===== src/rtl/fcs_pkg.sv =====
package fcs_pkg;
  typedef enum logic [2:0] {
    ST_RESERVED = 3'd0,
    ST_STANDBY  = 3'd1,
    ST_DISABLED = 3'd2,
    ST_ENABLED  = 3'd3,
    ST_BLOCKED  = 3'd4
  } fn_state_e;

  typedef enum logic [2:0] {
    OP_CONFIG   = 3'd0,
    OP_DECONFIG = 3'd1,
    OP_UNPLUG   = 3'd2,
    OP_RESET    = 3'd3,
    OP_ATTACH   = 3'd4,
    OP_ENABLE   = 3'd5,
    OP_BLOCK    = 3'd6,
    OP_NONE     = 3'd7
  } fn_op_e;

  localparam logic [3:0] RSP_NORMAL   = 4'd0;
  localparam logic [3:0] RSP_NO_ACT   = 4'd1;
  localparam logic [3:0] RSP_SHORT    = 4'd2;
  localparam logic [3:0] RSP_UNKNOWN  = 4'd3;
  localparam logic [3:0] RSP_RESERVED = 4'd4;

  localparam logic [1:0] EV_CLASS_AVAIL = 2'd2;
  localparam logic [3:0] EV_DECFG_REQ   = 4'd1;
  localparam logic [3:0] EV_FORCED_DOWN = 4'd2;
  localparam logic [3:0] EV_TO_RESERVED = 4'd3;

  localparam int unsigned MIN_REQ_LEN = 16;
endpackage


===== src/rtl/fcs_evt_fifo.sv =====
module fcs_evt_fifo #(
  parameter int unsigned WIDTH = 8,
  parameter int unsigned DEPTH = 8
) (
  input  logic             clk_i,
  input  logic             rst_ni,
  input  logic             push_i,
  input  logic [WIDTH-1:0] data_i,
  input  logic             pop_i,
  output logic [WIDTH-1:0] head_o,
  output logic             nonempty_o,
  output logic             ovf_o
);
  localparam int unsigned PTR_W = (DEPTH > 1) ? $clog2(DEPTH) : 1;
  localparam int unsigned CNT_W = $clog2(DEPTH + 1);
  localparam logic [CNT_W-1:0] FULL_CNT = CNT_W'(DEPTH);
  localparam logic [PTR_W-1:0] LAST_PTR = PTR_W'(DEPTH - 1);

  logic [WIDTH-1:0] mem_q [DEPTH];
  logic [PTR_W-1:0] wr_q, rd_q;
  logic [CNT_W-1:0] cnt_q;
  logic             do_pop, do_push;

  assign do_pop  = pop_i && (cnt_q != '0);
  assign do_push = push_i && ((cnt_q != FULL_CNT) || do_pop);

  always_ff @(posedge clk_i or negedge rst_ni) begin
    if (!rst_ni) begin
      wr_q  <= '0;
      rd_q  <= '0;
      cnt_q <= '0;
      ovf_o <= 1'b0;
    end else begin
      if (do_push) wr_q <= (wr_q == LAST_PTR) ? '0 : wr_q + 1'b1;
      if (do_pop)  rd_q <= (rd_q == LAST_PTR) ? '0 : rd_q + 1'b1;
      if (do_push && !do_pop) cnt_q <= cnt_q + 1'b1;
      else if (do_pop && !do_push) cnt_q <= cnt_q - 1'b1;
      if (push_i && !do_push) ovf_o <= 1'b1;
    end
  end

  always_ff @(posedge clk_i) begin
    if (do_push) mem_q[wr_q] <= data_i;
  end

  assign head_o     = mem_q[rd_q];
  assign nonempty_o = (cnt_q != '0);
endmodule


===== src/rtl/fcs_release_timer.sv =====
module fcs_release_timer #(
  parameter int unsigned CYCLES = 1000
) (
  input  logic clk_i,
  input  logic rst_ni,
  input  logic arm_i,
  input  logic cancel_i,
  input  logic fire_i,
  output logic due_o
);
  localparam int unsigned CNT_W = (CYCLES > 1) ? $clog2(CYCLES) : 1;
  localparam logic [CNT_W-1:0] LOAD = CNT_W'(CYCLES - 1);

  logic             armed_q;
  logic [CNT_W-1:0] cnt_q;

  always_ff @(posedge clk_i or negedge rst_ni) begin
    if (!rst_ni) begin
      armed_q <= 1'b0;
      cnt_q   <= '0;
    end else if (arm_i) begin
      armed_q <= 1'b1;
      cnt_q   <= LOAD;
    end else if (cancel_i || fire_i) begin
      armed_q <= 1'b0;
    end else if (armed_q && cnt_q != '0) begin
      cnt_q <= cnt_q - 1'b1;
    end
  end

  assign due_o = armed_q && (cnt_q == '0);
endmodule


===== src/rtl/fn_cfg_ctrl.sv =====
module fn_cfg_ctrl
  import fcs_pkg::*;
#(
  parameter int unsigned FID_W       = 8,
  parameter int unsigned LEN_W       = 16,
  parameter int unsigned IDX_W       = 4,
  parameter int unsigned FN_IDX      = 5,
  parameter int unsigned DEF_FID     = 42,
  parameter int unsigned RELEASE_CYC = 1000,
  parameter int unsigned EVT_DEPTH   = 8
) (
  input  logic               clk_i,
  input  logic               rst_ni,
  input  logic               cmd_valid_i,
  input  logic [2:0]         cmd_op_i,
  input  logic [FID_W-1:0]   cmd_fid_i,
  input  logic [LEN_W-1:0]   cmd_len_i,
  output logic               rsp_valid_o,
  output logic [3:0]         rsp_code_o,
  output logic [2:0]         state_o,
  output logic [FID_W-1:0]   fid_o,
  output logic [IDX_W:0]     fh_o,
  input  logic               irq_active_i,
  input  logic               xlat_active_i,
  output logic               dereg_irq_o,
  output logic               dereg_xlat_o,
  output logic               evt_pend_o,
  input  logic               evt_pop_i,
  output logic [1:0]         evt_class_o,
  output logic [3:0]         evt_code_o,
  output logic [IDX_W:0]     evt_fh_o,
  output logic [FID_W-1:0]   evt_fid_o,
  output logic               evt_ovf_o
);
  localparam int unsigned FH_W = IDX_W + 1;
  localparam int unsigned EV_W = 2 + 4 + FH_W + FID_W;
  localparam logic [LEN_W-1:0] LEN_MIN = LEN_W'(MIN_REQ_LEN);

  fn_state_e        state_q, state_d;
  logic [FID_W-1:0] fid_q, fid_d;
  logic             en_q, en_d;
  logic [3:0]       code_d;
  logic             push, arm, cancel, fire, due;
  logic [3:0]       ev_code;
  logic             drop_d;
  logic             active;
  fn_op_e           op;
  logic [EV_W-1:0]  ev_in, ev_head;

  assign op     = fn_op_e'(cmd_op_i);
  assign active = (state_q == ST_DISABLED) || (state_q == ST_ENABLED) ||
                  (state_q == ST_BLOCKED);
  assign fire   = due && !cmd_valid_i;

  always_comb begin
    state_d = state_q;
    fid_d   = fid_q;
    en_d    = en_q;
    code_d  = RSP_NORMAL;
    push    = 1'b0;
    ev_code = EV_DECFG_REQ;
    arm     = 1'b0;
    cancel  = 1'b0;
    drop_d  = 1'b0;
    if (cmd_valid_i) begin
      unique case (op)
        OP_CONFIG, OP_DECONFIG: begin
          if (cmd_len_i < LEN_MIN)      code_d = RSP_SHORT;
          else if (cmd_fid_i != fid_q)  code_d = RSP_UNKNOWN;
          else if (state_q == ST_RESERVED) code_d = RSP_RESERVED;
          else if (op == OP_CONFIG) begin
            if (state_q == ST_STANDBY) state_d = ST_DISABLED;
            else code_d = RSP_NO_ACT;
          end else begin
            if (state_q == ST_STANDBY) code_d = RSP_NO_ACT;
            else begin
              drop_d  = 1'b1;
              en_d    = 1'b0;
              state_d = ST_STANDBY;
            end
          end
        end
        OP_UNPLUG: begin
          if (active) begin
            push = 1'b1;
            arm  = 1'b1;
          end else if (state_q == ST_STANDBY) begin
            cancel  = 1'b1;
            push    = 1'b1;
            ev_code = EV_TO_RESERVED;
            state_d = ST_RESERVED;
          end else begin
            fid_d = '0;
          end
        end
        OP_RESET: begin
          if (active) begin
            en_d    = 1'b0;
            state_d = ST_DISABLED;
          end
        end
        OP_ATTACH: begin
          if (state_q == ST_RESERVED) state_d = ST_STANDBY;
          else code_d = RSP_NO_ACT;
        end
        OP_ENABLE: begin
          if (state_q == ST_DISABLED) begin
            state_d = ST_ENABLED;
            en_d    = 1'b1;
          end else code_d = RSP_NO_ACT;
        end
        OP_BLOCK: begin
          if (state_q == ST_ENABLED) state_d = ST_BLOCKED;
          else code_d = RSP_NO_ACT;
        end
        default: code_d = RSP_NO_ACT;
      endcase
    end else if (fire) begin
      // guest never released the function: force it down
      drop_d  = 1'b1;
      en_d    = 1'b0;
      state_d = ST_STANDBY;
      push    = 1'b1;
      ev_code = EV_FORCED_DOWN;
    end
  end

  always_ff @(posedge clk_i or negedge rst_ni) begin
    if (!rst_ni) begin
      state_q      <= ST_RESERVED;
      fid_q        <= FID_W'(DEF_FID);
      en_q         <= 1'b0;
      rsp_valid_o  <= 1'b0;
      rsp_code_o   <= RSP_NORMAL;
      dereg_irq_o  <= 1'b0;
      dereg_xlat_o <= 1'b0;
    end else begin
      state_q      <= state_d;
      fid_q        <= fid_d;
      en_q         <= en_d;
      rsp_valid_o  <= cmd_valid_i;
      rsp_code_o   <= cmd_valid_i ? code_d : RSP_NORMAL;
      dereg_irq_o  <= drop_d && irq_active_i;
      dereg_xlat_o <= drop_d && xlat_active_i;
    end
  end

  assign state_o = state_q;
  assign fid_o   = fid_q;
  assign fh_o    = {en_q, IDX_W'(FN_IDX)};
  assign ev_in   = {EV_CLASS_AVAIL, ev_code, fh_o, fid_q};

  fcs_release_timer #(.CYCLES(RELEASE_CYC)) u_timer (
    .clk_i    (clk_i),
    .rst_ni   (rst_ni),
    .arm_i    (arm),
    .cancel_i (cancel),
    .fire_i   (fire),
    .due_o    (due)
  );

  fcs_evt_fifo #(.WIDTH(EV_W), .DEPTH(EVT_DEPTH)) u_fifo (
    .clk_i      (clk_i),
    .rst_ni     (rst_ni),
    .push_i     (push),
    .data_i     (ev_in),
    .pop_i      (evt_pop_i),
    .head_o     (ev_head),
    .nonempty_o (evt_pend_o),
    .ovf_o      (evt_ovf_o)
  );

  assign {evt_class_o, evt_code_o, evt_fh_o, evt_fid_o} = ev_head;
endmodule


===== config.mk =====
export PLATFORM = sky130hd
export DESIGN_NAME = fn_cfg_ctrl
export DESIGN_NICKNAME = d
export VERILOG_FILES = /design/src/rtl/fcs_pkg.sv /design/src/rtl/fcs_evt_fifo.sv /design/src/rtl/fcs_release_timer.sv /design/src/rtl/fn_cfg_ctrl.sv
export SDC_FILE = /design/constraint.sdc
export NUM_CORES = 1
export LEC_CHECK = 0
export ABC_AREA = 1
export BUFFER_PORTS_ARGS = -buffer_cell sky130_fd_sc_hd__buf_2
export CELL_PAD_IN_SITES_DETAIL_PLACEMENT = 0
export CELL_PAD_IN_SITES_GLOBAL_PLACEMENT = 1
export CORE_ASPECT_RATIO = 2
export CORE_MARGIN = 2
export CORE_UTILIZATION = 48
export CTS_CLUSTER_DIAMETER = 200
export DETAILED_ROUTE_END_ITERATION = 6
export GPL_TIMING_DRIVEN = 0
export PLACE_DENSITY = 0.92
export SLEW_MARGIN = 20
export SYNTH_ARGS = -nofsm -noshare
export SYNTH_HDL_FRONTEND = slang
export SYNTH_HIERARCHICAL = 1
export SYNTH_SLANG_ARGS = --single-unit

===== constraint.sdc =====
create_clock -name clk_i -period 5.56 [get_ports clk_i]
set_input_delay 0.278 -clock clk_i [delete_from_list [all_inputs] [get_ports clk_i]]
set_output_delay 0.278 -clock clk_i [all_outputs]
set_load 0.05 [all_outputs]

==> flow_metrics.tcl <==
set metrics [dict create \
    drt-total-wl_um 18500 \
    worstSetupEndpoint "u_fifo/cnt_q[3]" \
    p_leak_nw 5.18 \
    clock-skew-final_ns 0.0119 \
    netlist_instances 1028 \
    die-area_mm2 0.0200 \
    antenna_left 0 \
    slew_headroom_pct 33.4 \
    worst_pin_slew_ns 0.988 \
    synth-edff-count 152 \
    cts_made_buffers 17 \
    status "finished, final reports clean" \
    regToRegEndpoint "u_fifo/cnt_q[3]" \
    fmax_mhz 270 \
    die_x_um 101 \
    grt_pass1_wl_um 30400 \
    setup.worst_path.class "reg2reg" \
    io_buffer_count 62 \
    fin_crit_sh_pct 66.7 \
    ios 77 \
    core.rowCount 71 \
    period_minus_slack_ns 3.71 \
    synth.area.top_cells "edfxtp_1, nand2_1, dfrtp_1" \
    yosysSeqAreaShare_pct 59.7 \
    syn_area_mm2 0.00902 \
    r2r_cells 21 \
    synth_top_area_share_pct 50.6 \
    layout_common_cells "nand2_1, nor2_1, edfxtp_1, inv_1, conb_1" \
    total_power_mw 5.18 \
    synth.avg_cell_area_um2 8.78 \
    cp_data_arrival_time_ns 4.03 \
    fillers 1706 \
    drcViolationCount 0 \
    yosys.area.top_type "edfxtp_1" \
    vias_per_cell 4.51 \
    drive_gt1_share_pct 14.1 \
    grt_pass1_vias 6446 \
    cp-startpoint "u_timer/cnt_q[0]" \
    crit_required_ns 5.88 \
    core_area_mm2 0.0187 \
    drtIter0Drc 216 \
    grt_use_met2_pct 39.6 \
    layout_setup_ws_ns 1.85 \
    crit_path_max_fanout 11 \
    synth_cell_types 40 \
    clock_tree.buffer_depth 2 \
    nNetsFinal 1274 \
    cts_root_buffer "clkbuf_16" \
    yosys_warnings 6 \
    grt-ovfl-total 0 \
    grt_use_total_pct 20.0 \
    async_reset_ff_share_pct 17.8 \
    post-place-ws_ns 1.82 \
    r2r-start "u_timer/cnt_q[0]" \
    cts_tree "done" \
    final_cell_area_mm2 0.0107 \
    drtPass1Iterations 5 \
    holdWs_ns 0.0954 \
    cts.htree.levels 4 \
    area_delta_synth_final_pct 18.9 \
    rsz0062_at_grt "no" \
    final_core_util_pct 57.5 \
    start_util_pct 48.4 \
    clock_latency_ns 0.43 \
    setup_tns_ns 0 \
    fp.dieH_um 198 \
    setup_viol 0 \
    post-dp-hpwl_um 14000 \
    top_usage_layer "met2" \
    postPlaceCellArea_mm2 0.0102 \
    final_common_cell "nand2_1" \
    grt_max_degree 34 \
    place.gp.congestion 0.858 \
    place_inst 1429 \
    wl_per_cell_um 12.6 \
    path_clk_slew_ns 0.07 \
    powerDensity_mw_per_mm2 483 \
    ys.flop_type "edfxtp_1" \
    via_count 6592 \
    fin_cells 1463 \
    grtUsageMet1_pct 20.0 \
    drv_cap 0 \
    end_kind "register" \
    clkSinkCount 185 \
    cts_resized 0 \
    antenna_cells 0 \
    hp-class "in2reg" \
    worst_setup_path_start_kind "register" \
    met3_usage_pct 3.53 \
    hold_violations 0 \
    antenna_found_initial 0 \
    r2r_slack_ns 1.85 \
    ir_worst_vdd_v 0.000274 \
    ys_ff_latch 185 \
    slew_viol_final 0 \
]
[timing repair]
action,in CTS,in global routing
setup buffers,0,0
hold buffers,2,0
hold endpoints to repair,33,0
setup endpoints to repair,0,0
[final cells by class]
| type | count | area [µm²] | share of cell area (%) |
|---|---|---|---|
| repair buffers | 72 | 435 | 4.06 |
| plain buffers | 45 | 275 | 2.57 |
| inverters | 128 | 482 | 4.49 |
| multi-input cells | 782 | 3320 | 30.9 |
| well taps | 219 | 274 | 2.55 |
| clock buffers | 22 | 464 | 4.33 |
| clock inverters | 10 | 92.6 | 0.863 |
| flip-flops and latches | 185 | 5390 | 50.2 |
[critical path, cell delays in order (launching register included)]
cell	delay, ns
dfrtp_1	0.34
inv_1	0.07
ha_1	0.27
nand2_4	0.12
nor2_4	0.04
nand2_4	0.08
nor2_1	0.06
inv_1	0.04
nor2_1	0.04
inv_1	0.26
o21ai_0	0.44
or2_2	0.45
nand2_1	0.13
inv_1	0.08
ha_1	0.19
inv_1	0.14
ha_1	0.29
or2_2	0.32
nand2_1	0.07
nand2_1	0.04
nand3_1	0.07
nand2_1	0.05
[Yosys cell counts, types with 6 or more instances]
library cell    n
clkbuf_1        6
buf_4          16
ha_1            9
inv_1         120
dfrtp_1        32
nor2_1        203
edfxtp_1      152
nand2_1       353
buf_2          19
inv_2           6
nand3_1        46
a21oi_1         6
o21ai_0         9
[power breakdown]
group	internal, mW	total, mW	switching, mW
sequential	1.63	1.76	0.129
clock	0.642	1.14	0.500
combinational	0.645	2.28	1.64
[registers in the layout, indices dropped and copies added, names as in the netlist, 3 cells and up]
| signal | cells |
|---|---|
| u_fifo/mem_q | 152 |
| rsp_code_o | 3 |
| u_fifo/cnt_q | 4 |
| u_fifo/rd_q | 3 |
| u_fifo/wr_q | 3 |
| u_timer/cnt_q | 10 |
| state_o | 3 |
[cell families after synthesis]
family                     after synthesis  synth area share (%)
xor gates and xnor gates                 3                 0.291
and+or+nand+nor                        632                  28.5
adders and majority gates               10                  1.47
AOI/OAI and AO/OA                       23                  1.53
other                                    2                0.0832
DFF                                    185                  59.7
buffers and inverters                  173                  8.39
[how the worst min path moves through the flow]
stage | start | endpoint | slack (ns) | cells after the start
after floorplan | rst_ni | dereg_irq_o | -0.02 | 0
after CTS | irq_active_i | dereg_irq_o | 0.07 | 2
after global routing | irq_active_i | dereg_irq_o | 0.08 | 2
after detailed placement | rst_ni | u_timer/cnt_q[1] | 0.40 | 1
final | irq_active_i | dereg_irq_o | 0.1 | 2
after global placement | rst_ni | u_timer/cnt_q[1] | 0.40 | 1
[routing by layer]
metal  up-vias  part of all wire [%]
li1       3486                     -
met5         -                     0
met3        23                   2.7
met1      2979                    37
met2       104                    58
met4         0                   1.7
(Power assumes the default switching activity.)
